**config.mk**
```make
export PLATFORM = sky130hd
export DESIGN_NAME = cbuf_readout
export DESIGN_NICKNAME = d
export VERILOG_FILES = /design/src/rtl/cbuf_pkg.sv /design/src/rtl/sample_ring.sv /design/src/rtl/read_sequencer.sv /design/src/rtl/cbuf_readout.sv
export SDC_FILE = /design/constraint.sdc
export NUM_CORES = 1
export LEC_CHECK = 0
export BUFFER_PORTS_ARGS = -buffer_cell sky130_fd_sc_hd__buf_2
export CAP_MARGIN = 5
export CORE_MARGIN = 5
export CORE_UTILIZATION = 60
export CTS_CLUSTER_SIZE = 16
export DETAILED_ROUTE_END_ITERATION = 8
export GPL_ROUTABILITY_DRIVEN = 0
export MAX_ROUTING_LAYER = met4
export PLACE_DENSITY_LB_ADDON = 0.05
export SLEW_MARGIN = 0
export SYNTH_ARGS = -nofsm -noshare
export SYNTH_HDL_FRONTEND = slang
export SYNTH_SLANG_ARGS = --single-unit
```
**constraint.sdc**
```tcl
create_clock -name clk -period 8.01 [get_ports clk]
set_input_delay 1.602 -clock clk [delete_from_list [all_inputs] [get_ports clk]]
set_output_delay 1.602 -clock clk [all_outputs]
set_load 0.02 [all_outputs]
```
**src/rtl/cbuf_pkg.sv**
```systemverilog
package cbuf_pkg;

  localparam int SMP_W = 10;

  typedef enum logic {
    FMT_NARROW = 1'b0,
    FMT_WIDE   = 1'b1
  } rd_fmt_e;

  // Ring slot holding the sample at readout position 'offset'.
  // The oldest sample lives at 'wptr'; position 0 is the one after it.
  function automatic int unsigned ring_slot(int unsigned wptr,
                                            int unsigned offset,
                                            int unsigned depth);
    int unsigned s;
    s = wptr + 1 + offset;
    if (s >= depth) s = s - depth;
    return s;
  endfunction

  // Byte presented for a sample, given format and which half of a wide pair.
  function automatic logic [7:0] fmt_byte(logic [SMP_W-1:0] smp,
                                          rd_fmt_e fmt,
                                          logic second);
    if (fmt == FMT_WIDE && second) return {6'b0, smp[1:0]};
    return smp[SMP_W-1:2];
  endfunction

endpackage

```
**src/rtl/sample_ring.sv**
```systemverilog
module sample_ring #(
  parameter int DEPTH = 50,
  localparam int PTR_W = $clog2(DEPTH)
) (
  input  logic                       clk,
  input  logic                       rst_n,
  input  logic                       wr_en,
  input  logic [cbuf_pkg::SMP_W-1:0] wr_data,
  input  logic [PTR_W-1:0]           rd_slot,
  output logic [cbuf_pkg::SMP_W-1:0] rd_sample,
  output logic [PTR_W-1:0]           wr_ptr
);

  logic [cbuf_pkg::SMP_W-1:0] mem [DEPTH];

  logic ptr_at_end;
  assign ptr_at_end = (wr_ptr == PTR_W'(DEPTH - 1));

  always_ff @(posedge clk or negedge rst_n) begin
    if (!rst_n) begin
      wr_ptr <= '0;
      for (int i = 0; i < DEPTH; i++) mem[i] <= '0;
    end else if (wr_en) begin
      mem[wr_ptr] <= wr_data;
      wr_ptr      <= ptr_at_end ? '0 : wr_ptr + 1'b1;
    end
  end

  assign rd_sample = mem[rd_slot];

  AST_WPTR_IN_RING: assert property (@(posedge clk) disable iff (!rst_n)
    wr_ptr < PTR_W'(DEPTH));

  AST_WPTR_WRAPS: assert property (@(posedge clk) disable iff (!rst_n)
    wr_en && ptr_at_end |=> wr_ptr == '0);

  AST_WPTR_HOLDS: assert property (@(posedge clk) disable iff (!rst_n)
    !wr_en |=> $stable(wr_ptr));

endmodule

```
**src/rtl/read_sequencer.sv**
```systemverilog
module read_sequencer #(
  parameter int DEPTH = 50,
  localparam int POS_W = $clog2(DEPTH)
) (
  input  logic              clk,
  input  logic              rst_n,
  input  logic              start,
  input  logic              wide_in,
  input  logic              ack,
  input  logic              nack,
  output logic              active,
  output logic [POS_W-1:0]  pos,
  output logic              second,
  output cbuf_pkg::rd_fmt_e fmt_q,
  output logic              seq_step,
  output logic              seq_wrap
);

  import cbuf_pkg::*;

  logic sample_done;
  logic pos_at_end;

  // Named events for the assertions and the top.
  assign seq_step    = active && ack && !nack && !start;
  assign sample_done = (fmt_q == FMT_NARROW) || second;
  assign pos_at_end  = (pos == POS_W'(DEPTH - 1));
  assign seq_wrap    = seq_step && sample_done && pos_at_end;

  always_ff @(posedge clk or negedge rst_n) begin
    if (!rst_n) begin
      active <= 1'b0;
      pos    <= '0;
      second <= 1'b0;
      fmt_q  <= FMT_NARROW;
    end else if (nack) begin
      active <= 1'b0;
      pos    <= '0;
      second <= 1'b0;
    end else if (start) begin
      active <= 1'b1;
      pos    <= '0;
      second <= 1'b0;
      fmt_q  <= wide_in ? FMT_WIDE : FMT_NARROW;
    end else if (seq_step) begin
      if (!sample_done) begin
        second <= 1'b1;
      end else begin
        second <= 1'b0;
        pos    <= pos_at_end ? '0 : pos + 1'b1;
      end
    end
  end

  AST_NACK_STOPS: assert property (@(posedge clk) disable iff (!rst_n)
    nack |=> !active);

  AST_START_FRESH: assert property (@(posedge clk) disable iff (!rst_n)
    start && !nack |=> active && pos == '0 && !second);

  AST_IDLE_ACK_INERT: assert property (@(posedge clk) disable iff (!rst_n)
    !active && ack && !start && !nack |=> !active && $stable(pos));

  AST_NARROW_NO_HALF: assert property (@(posedge clk) disable iff (!rst_n)
    fmt_q == FMT_NARROW |-> !second);

  AST_WRAP_TO_FIRST: assert property (@(posedge clk) disable iff (!rst_n)
    seq_wrap |=> active && pos == '0 && !second);

  AST_FMT_HELD: assert property (@(posedge clk) disable iff (!rst_n)
    !start |=> $stable(fmt_q));

  AST_POS_IN_RING: assert property (@(posedge clk) disable iff (!rst_n)
    pos < POS_W'(DEPTH));

endmodule

```
**src/rtl/cbuf_readout.sv**
```systemverilog
module cbuf_readout #(
  parameter int DEPTH = 50,
  localparam int PTR_W = $clog2(DEPTH)
) (
  input  logic       clk,
  input  logic       rst_n,
  input  logic       wr_valid,
  input  logic [9:0] wr_data,
  input  logic       rd_start,
  input  logic       rd_wide,
  input  logic       rd_ack,
  input  logic       rd_nack,
  output logic [7:0] rd_data,
  output logic       rd_active
);

  import cbuf_pkg::*;

  logic             wr_en;
  logic [PTR_W-1:0] wr_ptr;
  logic [PTR_W-1:0] rd_slot;
  logic [SMP_W-1:0] rd_sample;
  logic [PTR_W-1:0] pos;
  logic             second;
  rd_fmt_e          fmt_q;
  logic             seq_step;
  logic             seq_wrap;

  // Ring is frozen for the whole readout.
  assign wr_en = wr_valid && !rd_active;

  sample_ring #(.DEPTH(DEPTH)) u_ring (
    .clk       (clk),
    .rst_n     (rst_n),
    .wr_en     (wr_en),
    .wr_data   (wr_data),
    .rd_slot   (rd_slot),
    .rd_sample (rd_sample),
    .wr_ptr    (wr_ptr)
  );

  read_sequencer #(.DEPTH(DEPTH)) u_seq (
    .clk      (clk),
    .rst_n    (rst_n),
    .start    (rd_start),
    .wide_in  (rd_wide),
    .ack      (rd_ack),
    .nack     (rd_nack),
    .active   (rd_active),
    .pos      (pos),
    .second   (second),
    .fmt_q    (fmt_q),
    .seq_step (seq_step),
    .seq_wrap (seq_wrap)
  );

  assign rd_slot = PTR_W'(ring_slot(32'(wr_ptr), 32'(pos), DEPTH));
  assign rd_data = rd_active ? fmt_byte(rd_sample, fmt_q, second) : 8'h00;

  AST_WR_BLOCKED: assert property (@(posedge clk) disable iff (!rst_n)
    rd_active && wr_valid |=> $stable(wr_ptr));

  AST_WR_ADVANCES: assert property (@(posedge clk) disable iff (!rst_n)
    !rd_active && wr_valid |=> wr_ptr != $past(wr_ptr));

  AST_SLOT_IN_RING: assert property (@(posedge clk) disable iff (!rst_n)
    rd_slot < PTR_W'(DEPTH));

  AST_STEP_ONLY_ACTIVE: assert property (@(posedge clk) disable iff (!rst_n)
    seq_step |-> rd_active && !seq_wrap || pos == PTR_W'(DEPTH - 1));

endmodule

```
==> out/metrics.cfg, run 1 <==
[yosys]
ys_async_sr_fraction_pct=100
synthCells=2103
synth.cell_area_sq_mm=0.0256
syn-num-nets=2132
ys_warn_count=0
synth_cell_types=73
yosysSeqAreaShare_pct=50.3
synth_edf_count=0
ys_seq_elements=515
synthFlopType=dfrtp_1
avgSynthCellArea_sq_um=12.2

[grt]
grt_pass1_wl_um=111000
antenna_found_initial=1
grt_max_degree=174
grt-ovfl-total=0
grt_pass1_vias=17700
track_usage_pct=31.3

[sta]
finalSetupViolations=0
fin_ws_ns=0.264
period_minus_slack_ns=7.75
skew_ns=0.0320
rsz0062_at_grt=false
slew_violations=0
period_share_pct=96.7
finalHoldViolCount=0
fmax_mhz=129
fin_setup_tns_ns=0
worst_pin_slew_ns=1.25
relSlewSlack_pct=16.4

[critical_path]
worstPathBufferInverterCount=3
startpoint_type=flop
r2r-end=u_ring.mem[28]$_DFFE_PN0P_
ff2ff_setup_slack_ns=4.39
critPathKind=reg2out
r2r_start=u_seq.active$_DFFE_PN0N_
crit_family=simple AND/OR/NAND/NOR gates
cp_data_required_time_ns=6.41
rr_worst_depth=5
max_stage_delay_ns=0.63
path_cells=inv_1 > ha_4 > fa_4 > and2b_1 > o22ai_1 > and4_4 > nor4_4 > a21oi_1 > or3_2 > buf_4 > nor3_1 > nand2_1 > o21ai_0 > a311oi_1 > nor4_1 > buf_2
end_kind=output pin
cp.arrival_ns=6.14
critPathMaxFanout=23
cp_slowest_cell=nor4_1

[power]
switching_share_pct=36.7
p_sw_uw=3540
seqPwrFrac_pct=36.8
power_per_cell_area_mw_per_mm2=344
vdd_drop_max_v=0.000296
combPwrFrac_pct=37.2
pwr-share-clk_pct=26.1
leakagePower_uw=0.0129
p_int_uw=6100

[clocking]
cts_root_buf=clkbuf_16
cts_max_level=2
cts_tree=done
clk_pin_slew_ns=0.06
clock_sink_count=515
clockBufferDepth=3
postCtsHoldBufs=0
cts_resized=0
postCtsSetupBuffers=0
cts_made_buffers=53
clock_latency_ns=0.62

[drt]
drcViolationCount=0
dr.pass1.iters=6
antenna_left=0
drtIter0Drc=2132
via_per_inst=6.79
wl_per_cell_um=27.1
routed_wl_um=71600
vias=17900

[final_layout]
mostFrequentLayoutCells=dfrtp_1 (515), mux2_2 (504), nand2_1 (231), nand3_1 (80), mux2i_1 (68)
final_common_cell=dfrtp_1
final_nets=2093
areaGrowthSynthToFinish_pct=9.27
fillers=3169
post_route_cells_drive_above_1_share_pct=35.0
antenna_cells=0

[hold_path]
holdPathEnd=u_ring.mem[133]$_DFFE_PN0P_
hold_start=u_ring.mem[133]$_DFFE_PN0P_
min_path_type=reg2reg
hold_path_depth=1

[floorplanning]
floorplan.initialDensity_pct=60.8
num_rows=75
die_h_um=217
io_pins=26
die_w_um=217
die-area_sq_mm=0.0469
core_area_sq_mm=0.0421

[status]
status=finished, final reports clean

[placed_design]
dp_worst_setup_slack_ns=1.07
hpwl_um=45800
numPortBuffers=25

[run]
cap_violations=0

[flip-flops by register name, summed over array words and instances (netlist names)]
register and cells:
u_seq.second 1, u_ring.mem 500, u_ring.wr_ptr 6, u_seq.pos 6
u_seq.active 1, u_seq.fmt_q 1
[power groups by stage]
stage                     logic, uW  clock network [uW]  registers, uW
after floorplan                2530                   0           3430
after global placement         3450                   0           3540
after detailed placement       3510                   0           3570
after CTS                      3520                2550           3530
after global routing           3810                2660           3600
final                          3580                2510           3540
[worst max-delay path by stage]
| stage | start | endpoint | slack, ns | cells after the start |
|---|---|---|---|---|
| after global routing | u_ring.wr_ptr[0]$_DFFE_PN0P_ | rd_data[7] | 0.05 | 16 |
| after global placement | u_ring.wr_ptr[0]$_DFFE_PN0P_ | rd_data[7] | 1.09 | 18 |
| after floorplan | u_ring.wr_ptr[0]$_DFFE_PN0P_ | rd_data[7] | 1.67 | 18 |
| final | u_ring.wr_ptr[0]$_DFFE_PN0P_ | rd_data[6] | 0.26 | 16 |
| after CTS | u_ring.wr_ptr[0]$_DFFE_PN0P_ | rd_data[1] | 0.39 | 16 |
| after detailed placement | u_ring.wr_ptr[0]$_DFFE_PN0P_ | rd_data[1] | 1.07 | 16 |
[Yosys cell counts (all sizes together) (7+ instances only)]
| cell type | number | area share (%) |
|---|---|---|
| a21oi | 53 | 1.1 |
| and2 | 10 | 0.24 |
| nand2 | 231 | 3.4 |
| nand4 | 11 | 0.27 |
| inv | 7 | 0.10 |
| nor2 | 70 | 1.0 |
| mux2 | 504 | 22 |
| and3 | 14 | 0.34 |
| mux2i | 68 | 2.7 |
| a31oi | 23 | 0.56 |
| nand3 | 80 | 1.6 |
| a2111oi | 16 | 0.55 |
| o211ai | 18 | 0.53 |
| ha | 11 | 0.54 |
| a221oi | 24 | 0.82 |
| buf | 49 | 0.96 |
| clkbuf | 110 | 1.6 |
| nor3 | 29 | 0.59 |
| dfrtp | 515 | 50 |
| o221ai | 11 | 0.38 |
| o22ai | 21 | 0.51 |
| mux4 | 57 | 5.0 |
| nor4 | 19 | 0.52 |
| a311o | 8 | 0.31 |
| o21ai | 46 | 0.91 |
[cells by family after synthesis]
family | count (synthesis) | synth area share, %
compound gates | 274 | 7.40
buf+inv | 167 | 2.69
flops | 515 | 50.3
simple gates | 499 | 8.92
mux | 629 | 29.8
fa+ha+maj | 12 | 0.615
xor+xnor | 7 | 0.239
[through the flow]
stage / hold WS [ns] / cell area [sq um] / util, % / std cells / power [uW]
2_1_floorplan: 0.474 / 25600 / - / 2103 / 5970
3_3_place_gp: 0.482 / 26200 / 62.2 / 2548 / 6990
3_5_place_dp: 0.489 / 26200 / 62.2 / 2548 / 7080
4_1_cts: 0.503 / 28000 / 66.4 / 2641 / 9590
5_1_grt: 0.510 / 28000 / 66.4 / 2641 / 10100
6_report: 0.502 / 28000 / 66.4 / 2641 / 9640
[layout make-up]
type,count,area (sq um),share of cell area [%]
Sequential cell,515,12900,46.0
Tap cell,539,674,2.41
Clock inverter,15,156,0.559
Clock buffer,78,1610,5.76
Multi-Input combinational cell,1421,12100,43.3
Timing Repair Buffer,65,510,1.82
Inverter,8,30.0,0.107
[metal layers]
layer / vias to the layer above / global-route usage [%] / part of all wire (%)
li1: 7702 / - / -
met1: 9353 / 44.6 / 43
met2: 716 / 47.0 / 46
met3: 150 / 4.59 / 7.3
met4: 0 / 10.5 / 3.9
met5: - / - / 0
No activity file was read; power rests on OpenSTA's default activity.
==> run 2, diff against run 1 <==
--- a/config.mk
+++ b/config.mk
@@ -8,7 +8,7 @@
 export BUFFER_PORTS_ARGS = -buffer_cell sky130_fd_sc_hd__buf_2
 export CAP_MARGIN = 5
 export CORE_MARGIN = 5
-export CORE_UTILIZATION = 60
+export CORE_UTILIZATION = 58
 export CTS_CLUSTER_SIZE = 16
 export DETAILED_ROUTE_END_ITERATION = 8
 export GPL_ROUTABILITY_DRIVEN = 0
==> constraint.sdc (replaced) <==
create_clock -name clk -period 6.2 [get_ports clk]
set_input_delay 1.24 -clock clk [delete_from_list [all_inputs] [get_ports clk]]
set_output_delay 1.24 -clock clk [all_outputs]
set_load 0.02 [all_outputs]
==> run 2 against run 1 <==
Compared with the run above:
- worst setup slack got worse by 0.32 ns
- die area increased by 3.3%
- critical path depth increased by 2
- register-to-register slack got worse by 1.7 ns
- count of clock-buffer cells in the layout increased by 4
- cell count increased by 6.5%
- largest cell class unchanged
- sequential share of layout area decreased by 3.1 points
- the run now ends with setup timing left
- clock power increased by 29%
==> out/metrics.cfg, run 2 (same netlist as run 1, synthesis figures left out) <==
[grt]
grt_pass1_wl_um=117000
antenna_found_initial=0
track_usage_pct=32.6
grt-ovfl-total=0
grt_pass1_vias=19000
grt_max_degree=137

[critical_path]
cp_slowest_cell=dfrtp_1
cp_common_cell=buf_4
cp.arrival_ns=5.02
ff2ff_setup_slack_ns=2.66
max_stage_delay_ns=0.47
cp_data_required_time_ns=4.96
path_cells=ha_1 > and2b_2 > buf_6 > o22a_4 > and4_4 > nor4_4 > buf_4 > a211oi_4 > or2_4 > buf_12 > buf_4 > nor2_2 > buf_4 > a22o_1 > nor3_1 > nor4_2 > buf_4 > buf_6
r2r-end=u_ring.mem[422]$_DFFE_PN0P_
startpoint_type=flop
worstPathBufferInverterCount=7
crit_family=simple AND/OR/NAND/NOR gates
crit_cells=18
end_kind=output pin
critPathMaxFanout=7
critPathKind=reg2out
r2r_start=u_seq.active$_DFFE_PN0N_
rr_worst_depth=4

[sta]
fin_setup_tns_ns=-0.165
finalSetupViolations=5
finalHoldWorstSlack_ns=0.501
slew_violations=0
period_minus_slack_ns=6.26
rsz0062_at_grt=true
skew_ns=0.0195
relSlewSlack_pct=6.68
period_share_pct=101
fmax_mhz=160
finalHoldViolCount=0
worst_pin_slew_ns=1.39
fin_ws_ns=-0.0591

[clocking]
cts_max_level=2
cts_root_buf=clkbuf_16
clockBufferDepth=3
clock_latency_ns=0.61
cts_tree=done
cts_made_buffers=55
clock_sink_count=515
clk_pin_slew_ns=0.06

[final_layout]
top_regs=u_ring.mem (500), u_ring.wr_ptr (6), u_seq.pos (6)
post_route_cells_drive_above_1_share_pct=42.6
antenna_cells=0
areaGrowthSynthToFinish_pct=17.1
top_register=u_ring.mem
largest_reg_flops=500
final_nets=2211
fin_util_pct=68.3
final_common_cell=dfrtp_1
mostFrequentLayoutCells=dfrtp_1 (515), mux2_2 (504), nand2_1 (223), buf_4 (113), nand3_1 (79)

[status]
status=complete, but fails checks
violations=setup timing

[floorplanning]
core_area_sq_mm=0.0439
io_pins=26
floorplan.initialDensity_pct=58.3
die-area_sq_mm=0.0485
num_rows=77
die_h_um=220
die_w_um=220

[hold_path]
hold_path_depth=1
holdPathEnd=u_ring.mem[119]$_DFFE_PN0P_
min_path_type=reg2reg
hold_start=u_ring.mem[119]$_DFFE_PN0P_

[drt]
drtIter0Drc=2091
routed_wl_um=76700
antenna_left=0
dr.pass1.iters=7
wl_per_cell_um=27.3
vias=18800
via_per_inst=6.70
drcViolationCount=0

[power]
vdd_drop_max_v=0.000332
leakagePower_uw=0.0137
total_power_uw=14100
power_per_cell_area_mw_per_mm2=469

[run]
cap_violations=0

[placed_design]
numPortBuffers=25
hpwl_um=47500

[run 2: changes by cell type in the layout (fill, tap and decap cells not counted), sizes merged]
cell,before,now
bufbuf,0,2
o21a,4,5
clkbuf,78,84
buf,65,175
clkinv,11,10
or2,6,7
clkinvlp,1,0
[run 2: power by group]
part	total [uW]	leakage, uW	switching (uW)	internal [uW]
combinational	6260	0.00587	3410	2850
clock	3250	0.000870	1350	1900
sequential	4550	0.00693	457	4090
total	14100	0.0137	5210	8840
[run 2: cell type report]
class / count / area, sq um
Clock buffer: 82 / 1610
Clock inverter: 13 / 151
Fill cell: 3253 / 13900
Inverter: 8 / 30.0
Multi-Input combinational cell: 1423 / 12800
Sequential cell: 515 / 12900
Tap cell: 592 / 741
Timing Repair Buffer: 179 / 1780
[run 2: repair_timing]
action / 4_1_cts / 5_1_grt
hold buffers: 0 / 0
setup buffers: 22 / 24
setup endpoints to repair: 8 / 8
gates cloned: 5 / 2
endpoints found under the hold margin: 0 / 0
pin swaps: 23 / 46
resized for setup: 84 / 117
[run 2: through the flow]
stage	std cells	cell area, sq um	setup slack (ns)
floorplan	2103	25600	0.227
global placement	2667	26800	0.0192
global route	2812	30000	-0.162
CTS	2789	29200	-0.0432
finish	2812	30000	-0.0591
detailed placement	2667	26800	-0.0267
[run 2: metal layers]
| layer | part of all wire [%] | track usage [%] |
|---|---|---|
| met5 | 0 | - |
| met2 | 46 | 48.6 |
| met3 | 7.7 | 5.77 |
| met4 | 4.9 | 14.0 |
| met1 | 42 | 44.7 |
[run 2: worst max path at each step]
stage	start	end	slack (ns)
final	u_seq.pos[2]$_DFFE_PN0P_	rd_data[6]	-0.06
after global routing	u_ring.wr_ptr[0]$_DFFE_PN0P_	rd_data[6]	-0.16
after CTS	u_ring.wr_ptr[0]$_DFFE_PN0P_	rd_data[5]	-0.04
after detailed placement	u_seq.pos[0]$_DFFE_PN0P_	rd_data[1]	-0.03
after global placement	u_seq.pos[0]$_DFFE_PN0P_	rd_data[1]	0.02
after floorplan	u_ring.wr_ptr[0]$_DFFE_PN0P_	rd_data[7]	0.23
==> run 3, diff against run 2 <==
--- a/config.mk
+++ b/config.mk
@@ -7,8 +7,11 @@
 export LEC_CHECK = 0
 export BUFFER_PORTS_ARGS = -buffer_cell sky130_fd_sc_hd__buf_2
 export CAP_MARGIN = 5
+export CELL_PAD_IN_SITES_DETAIL_PLACEMENT = 2
+export CELL_PAD_IN_SITES_GLOBAL_PLACEMENT = 2
 export CORE_MARGIN = 5
-export CORE_UTILIZATION = 58
+export CORE_UTILIZATION = 41
+export CTS_CLUSTER_DIAMETER = 120
 export CTS_CLUSTER_SIZE = 16
 export DETAILED_ROUTE_END_ITERATION = 8
 export GPL_ROUTABILITY_DRIVEN = 0
==> run 3 against run 2 <==
Compared with the run above:
- the run now ends clean
- global-route usage fell by 4.8 points
- worst setup slack improved by 0.074 ns
- cell area fell by 1.4%
- die area rose by 39%
- non-clock buffer count rose by 4
- clock skew fell by 0.0014 ns
- register-to-register slack got worse by 0.40 ns
- sequential power barely moved
- largest cell class unchanged
==> out/metrics.cfg, run 3 (same netlist as run 1, synthesis figures left out) <==
[status]
status=finished, final reports clean

[clocking]
clockBufferDepth=3
cts_tree=done
cts_max_level=2
clk_pin_slew_ns=0.08
cts_root_buf=clkbuf_16
clock_latency_ns=0.57
cts_made_buffers=38
clock_sink_count=515

[sta]
slew_violations=0
relSlewSlack_pct=11.4
finalHoldViolCount=0
finalHoldWorstSlack_ns=0.505
fmax_mhz=162
period_share_pct=99.8
rsz0062_at_grt=true
finalSetupViolations=0
fin_ws_ns=0.0147
skew_ns=0.0181
period_minus_slack_ns=6.19
worst_pin_slew_ns=1.32
fin_setup_tns_ns=0

[placed_design]
numPortBuffers=25
dp_worst_setup_slack_ns=-0.133
hpwl_um=58000

[critical_path]
critPathKind=reg2out
ff2ff_setup_slack_ns=2.26
max_stage_delay_ns=0.58
crit_start=u_seq.pos[0]$_DFFE_PN0P_
cp_data_required_time_ns=4.96
critPathMaxFanout=8
cp_slowest_cell=a2111oi_0
r2r_start=u_seq.active$_DFFE_PN0N_
startpoint_type=flop
end_kind=output pin
rr_worst_depth=4
cp_common_cell=buf_4
path_cells=inv_2 > ha_4 > fa_4 > and2b_2 > o22a_4 > o32ai_1 > or3_4 > o22ai_4 > or2_4 > buf_4 > nand2_1 > a21oi_1 > a2111oi_2 > a2111oi_0 > buf_4 > o311a_4 > buf_6
r2r-end=u_ring.mem[108]$_DFFE_PN0P_
cp.arrival_ns=4.95
endpoint=rd_data[1]

[power]
total_power_uw=13400
power_per_cell_area_mw_per_mm2=453
vdd_drop_max_v=0.000217
leakagePower_uw=0.0133

[final_layout]
top_register=u_ring.mem
final_common_cell=dfrtp_1
top_regs=u_ring.mem (500), u_ring.wr_ptr (6), u_seq.pos (6)
final_nets=2196
largest_reg_flops=500
post_route_cells_drive_above_1_share_pct=42.0
areaGrowthSynthToFinish_pct=15.5
mostFrequentLayoutCells=dfrtp_1 (515), mux2_2 (504), nand2_1 (226), buf_4 (124), nand3_1 (80)

[floorplanning]
die_w_um=260
num_rows=91
die-area_sq_mm=0.0676
io_pins=26
floorplan.initialDensity_pct=41.4
die_h_um=260
core_area_sq_mm=0.0618

[drt]
routed_wl_um=92900
m1WireLength_um=41300
drtIter0Drc=1189
wl_met3_um=3570
wl_met2_um=45600
dr.pass1.iters=5
wl_per_cell_um=30.9
vias=18600
drcViolationCount=0
antenna_left=0
via_per_inst=6.18
routed.top_layer=met4

[grt]
grt_max_degree=106
grt_pass1_wl_um=138000
track_usage_pct=27.8
grt_pass1_vias=20300
antenna_found_initial=3
grt-ovfl-total=0

[run]
cap_violations=0

[hold_path]
min_path_type=reg2reg

run 3: cell type report:
cell class	instances	area [sq um]
Timing Repair Buffer	183	1790
Fill cell	5958	32200
Tap cell	837	1050
Clock buffer	39	976
Clock inverter	3	25.0
Sequential cell	515	12900
Antenna cell	2	5.00
Multi-Input combinational cell	1421	12800
Inverter	8	30.0
run 3: where the power goes:
group / switching (uW) / internal [uW]
sequential: 481 / 4090
clock: 1210 / 1120
combinational: 3730 / 2780
run 3: worst min path at each step:
stage / start / to / slack (ns) / cells past startpoint
2_1_floorplan: u_ring.mem[10]$_DFFE_PN0P_ / u_ring.mem[10]$_DFFE_PN0P_ / 0.47 / 1
3_3_place_gp: u_ring.mem[19]$_DFFE_PN0P_ / u_ring.mem[19]$_DFFE_PN0P_ / 0.48 / 1
3_5_place_dp: u_ring.mem[227]$_DFFE_PN0P_ / u_ring.mem[227]$_DFFE_PN0P_ / 0.49 / 1
4_1_cts: u_ring.mem[227]$_DFFE_PN0P_ / u_ring.mem[227]$_DFFE_PN0P_ / 0.51 / 1
5_1_grt: u_ring.mem[132]$_DFFE_PN0P_ / u_ring.mem[132]$_DFFE_PN0P_ / 0.52 / 1
6_report: u_ring.mem[320]$_DFFE_PN0P_ / u_ring.mem[320]$_DFFE_PN0P_ / 0.50 / 1
run 3: metrics by stage:
step | utilization [%] | instances | cell area [sq um]
finish | 47.8 | 3008 | 29600
global route | 47.8 | 3007 | 29600
CTS | 46.8 | 2984 | 28900
detailed placement | 43.9 | 2908 | 27200
global placement | 43.9 | 2908 | 27200
floorplan | - | 2103 | 25600
run 3: worst max-delay path, delay by kind of cell, from the launching register on:
family | cells | cell delay [ns]
buffers and inverters | 4 | 0.65
and+or+nand+nor | 4 | 1.06
DFF | 1 | 0.37
adders and majority gates | 2 | 0.59
AOI/OAI and AO/OA | 7 | 1.66
run 3: what timing repair did:
item	in CTS	in global routing
resized for setup	75	99
setup endpoints to repair	8	8
buffers inserted	30	22
gates cloned	5	3
pin swaps	18	31
hold buffers	0	0
run 3: metal layers:
layer	vias up	track usage, %
met5	-	-
met4	0	6.69
met3	126	3.54
met2	380	45.2
met1	10200	37.5
li1	7873	-
